--- config.mk ---
export PLATFORM = sky130hd
export DESIGN_NAME = hb_ctl_regs
export DESIGN_NICKNAME = d
export VERILOG_FILES = /design/src/rtl/hb_ctl_pkg.sv /design/src/rtl/hb_ctl_decode.sv /design/src/rtl/hb_ctl_store.sv /design/src/rtl/hb_ctl_rstpulse.sv /design/src/rtl/hb_ctl_regs.sv
export SDC_FILE = /design/constraint.sdc
export NUM_CORES = 2
export LEC_CHECK = 0
export BUFFER_PORTS_ARGS = -buffer_cell sky130_fd_sc_hd__buf_4
export CORE_ASPECT_RATIO = 2
export CORE_UTILIZATION = 40
export DETAILED_ROUTE_END_ITERATION = 7
export PLACE_DENSITY = 0.6
export SETUP_SLACK_MARGIN = 0.1
export SYNTH_ARGS = -nofsm -noshare
export SYNTH_HDL_FRONTEND = slang
export SYNTH_SLANG_ARGS = --single-unit
--- constraint.sdc ---
create_clock -name clk -period 2 [get_ports clk]
set_input_delay 0.2 -clock clk [delete_from_list [all_inputs] [get_ports clk]]
set_output_delay 0.2 -clock clk [all_outputs]
set_load 0.01 [all_outputs]
--- src/rtl/hb_ctl_pkg.sv ---
// Shared constants for the bridge control register file: word indices,
// word kinds and reset values. Assumes 32-bit words.
package hb_ctl_pkg;

    localparam int unsigned HB_DATA_W = 32;
    localparam int unsigned HB_WORDS  = 28;

    // Word indices whose behaviour or export depends on position
    localparam int unsigned IX_PWRON     = 0;
    localparam int unsigned IX_GENCFG    = 1;
    localparam int unsigned IX_IODEV     = 2;
    localparam int unsigned IX_SDRAM     = 3;
    localparam int unsigned IX_PCIMAP    = 4;
    localparam int unsigned IX_MAPCFG    = 6;
    localparam int unsigned IX_GPIO_DAT  = 7;
    localparam int unsigned IX_GPIO_IE   = 8;
    localparam int unsigned IX_IRQ_EDGE  = 9;
    localparam int unsigned IX_IRQ_STEER = 10;
    localparam int unsigned IX_IRQ_POL   = 11;
    localparam int unsigned IX_EN_SET    = 12;
    localparam int unsigned IX_EN_CLR    = 13;
    localparam int unsigned IX_EN        = 14;
    localparam int unsigned IX_IRQ_STAT  = 15;
    localparam int unsigned IX_DQ        = 26;
    localparam int unsigned IX_MEMSZ     = 27;

    // Bit of the general configuration word whose rise requests reset
    localparam int unsigned RST_TRIG_BIT = 2;

    typedef enum logic [1:0] {
        WK_PLAIN  = 2'd0,
        WK_RDONLY = 2'd1,
        WK_ENABLE = 2'd2
    } word_kind_e;

    // Value loaded into a word by reset
    function automatic logic [HB_DATA_W-1:0] reset_word(input int unsigned ix);
        case (ix)
            IX_PWRON:    return 32'h0000_0C40;
            IX_GENCFG:   return 32'h0000_1384;
            IX_IODEV:    return 32'h2BFF_8010;
            IX_SDRAM:    return 32'h255E_0091;
            IX_PCIMAP:   return 32'h0000_6140;
            IX_GPIO_DAT: return 32'h0000_01FF;
            IX_GPIO_IE:  return 32'h0000_01FF;
            IX_DQ:       return 32'h0000_0008;
            IX_MEMSZ:    return 32'h1000_0000;
            default:     return '0;
        endcase
    endfunction

    // Storage behaviour of a word
    function automatic word_kind_e kind_of(input int unsigned ix);
        if (ix == IX_EN)       return WK_ENABLE;
        if (ix == IX_IRQ_STAT) return WK_RDONLY;
        return WK_PLAIN;
    endfunction

endpackage

--- src/rtl/hb_ctl_decode.sv ---
// Address decoder: turns a byte address inside the bridge window into a
// range hit, a word index and a one-hot write strobe per word.
// Assumes BASE is word aligned and the index fits below ADDR_W.
module hb_ctl_decode #(
    parameter int unsigned ADDR_W = 12,
    parameter int unsigned BASE   = 32'h100,
    parameter int unsigned WORDS  = 28,
    localparam int unsigned IDX_W = $clog2(WORDS)
) (
    input  logic              bus_wr,
    input  logic [ADDR_W-1:0] bus_addr,
    output logic              hit,
    output logic [IDX_W-1:0]  idx,
    output logic [WORDS-1:0]  wr_hot
);
    localparam logic [ADDR_W:0]  BASE_A  = (ADDR_W+1)'(BASE);
    localparam logic [ADDR_W:0]  LIMIT_A = (ADDR_W+1)'(BASE + WORDS*4);
    localparam logic [IDX_W-1:0] BASE_W  = IDX_W'(BASE >> 2);

    // Range check over the full address and word index from the low bits
    always_comb begin
        hit = ({1'b0, bus_addr} >= BASE_A) && ({1'b0, bus_addr} < LIMIT_A);
        idx = bus_addr[IDX_W+1:2] - BASE_W;
    end

    // One write strobe per word
    for (genvar g = 0; g < WORDS; g++) begin : g_hot
        assign wr_hot[g] = bus_wr && hit && (idx == IDX_W'(g));
    end
endmodule

--- src/rtl/hb_ctl_store.sv ---
// Word storage: one register per word, built per kind. Plain words take
// the written data, the enable word follows the set and clear words, and
// read-only words hold their reset value. Assumes at most one strobe set.
module hb_ctl_store
    import hb_ctl_pkg::*;
#(
    parameter int unsigned WORDS  = HB_WORDS,
    parameter int unsigned DATA_W = HB_DATA_W
) (
    input  logic              clk,
    input  logic              rst_n,
    input  logic [WORDS-1:0]  wr_hot,
    input  logic [DATA_W-1:0] wr_data,
    output logic [DATA_W-1:0] words [WORDS]
);
    for (genvar g = 0; g < WORDS; g++) begin : g_word
        localparam word_kind_e            KIND = kind_of(g);
        localparam logic [DATA_W-1:0]     RVAL = DATA_W'(reset_word(g));
        logic [DATA_W-1:0] q;

        if (KIND == WK_ENABLE) begin : g_en
            // Enable word: OR in set masks, remove clear masks
            always_ff @(posedge clk) begin
                if (!rst_n)                 q <= RVAL;
                else if (wr_hot[IX_EN_SET]) q <= q | wr_data;
                else if (wr_hot[IX_EN_CLR]) q <= q & ~wr_data;
            end
        end else if (KIND == WK_RDONLY) begin : g_ro
            // Read-only word: only reset loads it
            always_ff @(posedge clk) begin
                if (!rst_n) q <= RVAL;
            end
        end else begin : g_plain
            // Plain word: store written data
            always_ff @(posedge clk) begin
                if (!rst_n)         q <= RVAL;
                else if (wr_hot[g]) q <= wr_data;
            end
        end

        assign words[g] = q;
    end
endmodule

--- src/rtl/hb_ctl_rstpulse.sv ---
// Reset-request generator: raises a one-cycle request when a write to the
// general configuration word moves the trigger bit from 0 to 1. The pulse
// is registered so it lines up with the cycle the new value is visible.
module hb_ctl_rstpulse (
    input  logic clk,
    input  logic rst_n,
    input  logic cfg_wr,
    input  logic cur_bit,
    input  logic new_bit,
    output logic req
);
    // Detect the rising write of the trigger bit
    always_ff @(posedge clk) begin
        if (!rst_n) req <= 1'b0;
        else        req <= cfg_wr && !cur_bit && new_bit;
    end
endmodule

--- src/rtl/hb_ctl_regs.sv ---
// Bridge control register file top: decoder, word storage, reset-request
// generator, read multiplexer and word exports. Reads are combinational;
// writes take effect at the clock edge that samples bus_wr.
module hb_ctl_regs
    import hb_ctl_pkg::*;
#(
    parameter int unsigned ADDR_W = 12,
    parameter int unsigned BASE   = 32'h100,
    parameter int unsigned DATA_W = HB_DATA_W
) (
    input  logic              clk,
    input  logic              rst_n,
    input  logic              bus_wr,
    input  logic [ADDR_W-1:0] bus_addr,
    input  logic [DATA_W-1:0] bus_wdata,
    output logic [DATA_W-1:0] bus_rdata,
    output logic              sys_rst_req,
    output logic [DATA_W-1:0] gen_cfg_o,
    output logic [DATA_W-1:0] pci_map_o,
    output logic [DATA_W-1:0] pci_map_cfg_o,
    output logic [DATA_W-1:0] gpio_data_o,
    output logic [DATA_W-1:0] gpio_ie_o,
    output logic [DATA_W-1:0] irq_edge_o,
    output logic [DATA_W-1:0] irq_steer_o,
    output logic [DATA_W-1:0] irq_pol_o,
    output logic [DATA_W-1:0] irq_en_o,
    output logic [DATA_W-1:0] mem_size_o
);
    localparam int unsigned WORDS = HB_WORDS;
    localparam int unsigned IDX_W = $clog2(WORDS);

    logic              hit;
    logic [IDX_W-1:0]  idx;
    logic [WORDS-1:0]  wr_hot;
    logic [DATA_W-1:0] words [WORDS];

    hb_ctl_decode #(
        .ADDR_W (ADDR_W),
        .BASE   (BASE),
        .WORDS  (WORDS)
    ) u_dec (
        .bus_wr   (bus_wr),
        .bus_addr (bus_addr),
        .hit      (hit),
        .idx      (idx),
        .wr_hot   (wr_hot)
    );

    hb_ctl_store #(
        .WORDS  (WORDS),
        .DATA_W (DATA_W)
    ) u_store (
        .clk     (clk),
        .rst_n   (rst_n),
        .wr_hot  (wr_hot),
        .wr_data (bus_wdata),
        .words   (words)
    );

    hb_ctl_rstpulse u_rstp (
        .clk     (clk),
        .rst_n   (rst_n),
        .cfg_wr  (wr_hot[IX_GENCFG]),
        .cur_bit (words[IX_GENCFG][RST_TRIG_BIT]),
        .new_bit (bus_wdata[RST_TRIG_BIT]),
        .req     (sys_rst_req)
    );

    // Read multiplexer, zero outside the block's range
    always_comb begin
        bus_rdata = '0;
        if (hit) bus_rdata = words[idx];
    end

    // Word exports for neighbouring blocks
    assign gen_cfg_o     = words[IX_GENCFG];
    assign pci_map_o     = words[IX_PCIMAP];
    assign pci_map_cfg_o = words[IX_MAPCFG];
    assign gpio_data_o   = words[IX_GPIO_DAT];
    assign gpio_ie_o     = words[IX_GPIO_IE];
    assign irq_edge_o    = words[IX_IRQ_EDGE];
    assign irq_steer_o   = words[IX_IRQ_STEER];
    assign irq_pol_o     = words[IX_IRQ_POL];
    assign irq_en_o      = words[IX_EN];
    assign mem_size_o    = words[IX_MEMSZ];
endmodule

==> run metrics <==
status=finished, violations left; failing checks=design-rule violations, negative setup slack; ratio of cells with drive above 1 in the final layout=29.24%; Synth cell types=between 40 and 50; worst setup path startpoint=u_store.g_word[11].q[9]; crit-path max FO=2; initial cell density of the core=about two fifths; DR iter-0 viols=between 3000 and 4000; Residual DRC=73; Worst Hold Launch=bus_addr[4]; CTS tree=built; clk slew on worst S/H paths=approximately 70 ps; vias per cell=~6.0; area delta synth->final=28.85%; H-tree Lvls=3; CP endpoint kind=output port; Syn Inst Count=~4000; final worst path period need=2376 ps; PwrDens=751.1 nW/um^2; CP Class=flop to output port; most frequent cells in the layout=777 x dfxtp_1, 667 x buf_4, 472 x mux2i_1, 469 x o21ai_0, 437 x nand2_1; largest net degree at the start of global routing=roughly 100; Net Count, Synth=roughly 4000; core area=about 94000 sq um; top-area cell type share of the netlist area=a little under half; Layout Nets=about 4400; Slew HR=around two fifths; gr ovfl total=0; number of synthesized flops with an enable pin=0; register-to-register setup slack=1100 ps; Max Root-Sink Buffers=3; Synth Flop Type=dfxtp_1; DIE AREA=96270 sq um; Syn. warnings=0; Die Width=~220 um; dominant cells by area after synthesis=dfxtp_1 46%, mux2i_1 12%, mux4_2 7.6%; startpoint types=flop; Critical Path AT=approximately 2200 ps; Worst Slack Setup Final=-376.0 ps; number of detailed-route iterations in the first pass=8; P_leak=a little under 20 nW; GRT Overall Usage=about 29%; register area share after synthesis=a little under half; design area=slightly below 50000 sq um; commonest non-fill, non-tap cell in the layout=dfxtp_1; Setup Skew=around 0.35 ps; die height=about 440 um; row count=about 160; Seq cells post-synth=slightly below 900; antenna violations before repair=3; Async S/R FF share, synth=0%; area leader, netlist=dfxtp_1; vias=roughly 34000; final count of pins violating max slew=0; Final HPWL DP=approximately 100000 um; cts bufs inserted=80; # port buffers=397; Worst Path Required=1800 ps; mean post-synth cell area=between 9 and 10 sq um; final setup vio count=32; first-pass GRT wire length=roughly 210000 um; vias in the first global route=33250; hold crit path type=input pin to flop; routed len/inst=roughly 26 um; clock sink total=roughly 870; RSZ-0062 raised after global routing=yes; Worst VDD drop=0.0007215 V; fin crit share=118.8%; final RePlAce weighted congestion=between 0.9 and 1; clock root buffer=clkbuf_16; fin util=between 50% and 60%; Final Hold Vio Count=0; Least-Margin Pin Slew=914.9 ps; Sum Neg Setup Slack=-8980 ps; io pins=400; r2r worst-path depth=2; Clock Latency Late Sink=just under 700 ps; DP Area=44810 sq um; Hold Slack=~160 ps; Total Wirelength=144500 um; CP Capture Point=bus_rdata[9]; Hold Path Depth=5; Mapped Area=37980 sq um; Max Clk Rate=420.9 MHz; post-route ant nets=0; Max Cap Viol=0
sequential cells by signal, indices dropped and copies added (netlist names), named ones only:
name	count
u_rstp.req	1
u_store.g_word.q	832
Yosys cell counts, types with 11 or more instances:
master,n
dfxtp_1,865
mux2i_1,472
o21ai_0,471
nand2_1,446
clkbuf_1,355
o211ai_1,315
nand3_1,192
a21oi_1,177
mux4_2,128
buf_2,69
a22oi_1,64
inv_1,55
o22ai_1,51
buf_1,41
o221ai_1,32
mux2_2,31
o311ai_0,27
o21ai_1,20
a21o_1,19
o21a_1,19
nor2_1,13
and3_1,11
through the flow:
step | total power (W) | instances | setup slack [ps]
after floorplan | 0.01886 | 3941 | 48.46
after global placement | 0.02019 | 5417 | -332.0
after detailed placement | 0.02018 | 5417 | -295.8
after CTS | 0.03694 | 5640 | -374.2
after global routing | 0.03773 | 5644 | -410.6
final | 0.03676 | 5644 | -376.0
worst max-delay path, cell delays in order (launching register included):
cell and delay [ps]:
dfxtp_2 320, mux4_2 560, a22oi_2 190, o311ai_1 120
buf_4 180, buf_6 120
kinds of logic after synthesis:
| group | count (synthesis) | synth area share, % |
|---|---|---|
| AO/OA/AOI/OAI | 1213 | 19.86 |
| flip-flops | 865 | 45.59 |
| buffers and inverters | 526 | 5.524 |
| AND/OR/NAND/NOR | 706 | 8.081 |
| multiplexers | 631 | 20.95 |
cell type report:
type / instances / area [sq um]
Fill cell: 8471 / 44960
Timing Repair Buffer: 822 / 7636
Tap cell: 1207 / 1510
Antenna cell: 1 / 2.502
Clock inverter: 34 / 519.2
Inverter: 55 / 209.0
Multi-Input combinational cell: 2550 / 19300
Sequential cell: 865 / 17440
Clock buffer: 110 / 2317
report_power, final:
part	switching [W]	total [W]	internal (W)	leakage, nW
clock	0.00722	0.0168	0.00960	1.40
sequential	0.00000462	0.0172	0.0172	7.01
combinational	0.00176	0.00272	0.000963	11.1
total	0.00898	0.0368	0.0278	19.5
worst min-delay path by stage:
stage	slack, ps	end
floorplan	350	u_store.g_word[24].q[10]
global placement	430	u_store.g_word[3].q[18]
detailed placement	440	u_store.g_word[3].q[18]
CTS	120	u_store.g_word[13].q[12]
global route	170	u_store.g_word[13].q[12]
finish	160	u_store.g_word[3].q[30]
what timing repair did:
action,CTS,global route
hold endpoints to repair,267,0
gates cloned,0,1
resized for setup,144,34
setup endpoints to repair,32,32
pin swaps,53,7
hold buffers,33,0
setup buffers,46,2
metal layers:
layer	up-vias	routed length, um	global-route usage, %	share of wire (%)
met5	-	13	0	0.0090
met4	2	6772	14.23	4.7
met3	314	10390	4.761	7.2
met2	1449	68000	46.96	47
met1	17050	59300	38.30	41
li1	15330	-	-	-
Power figures use the tool's default switching activity.
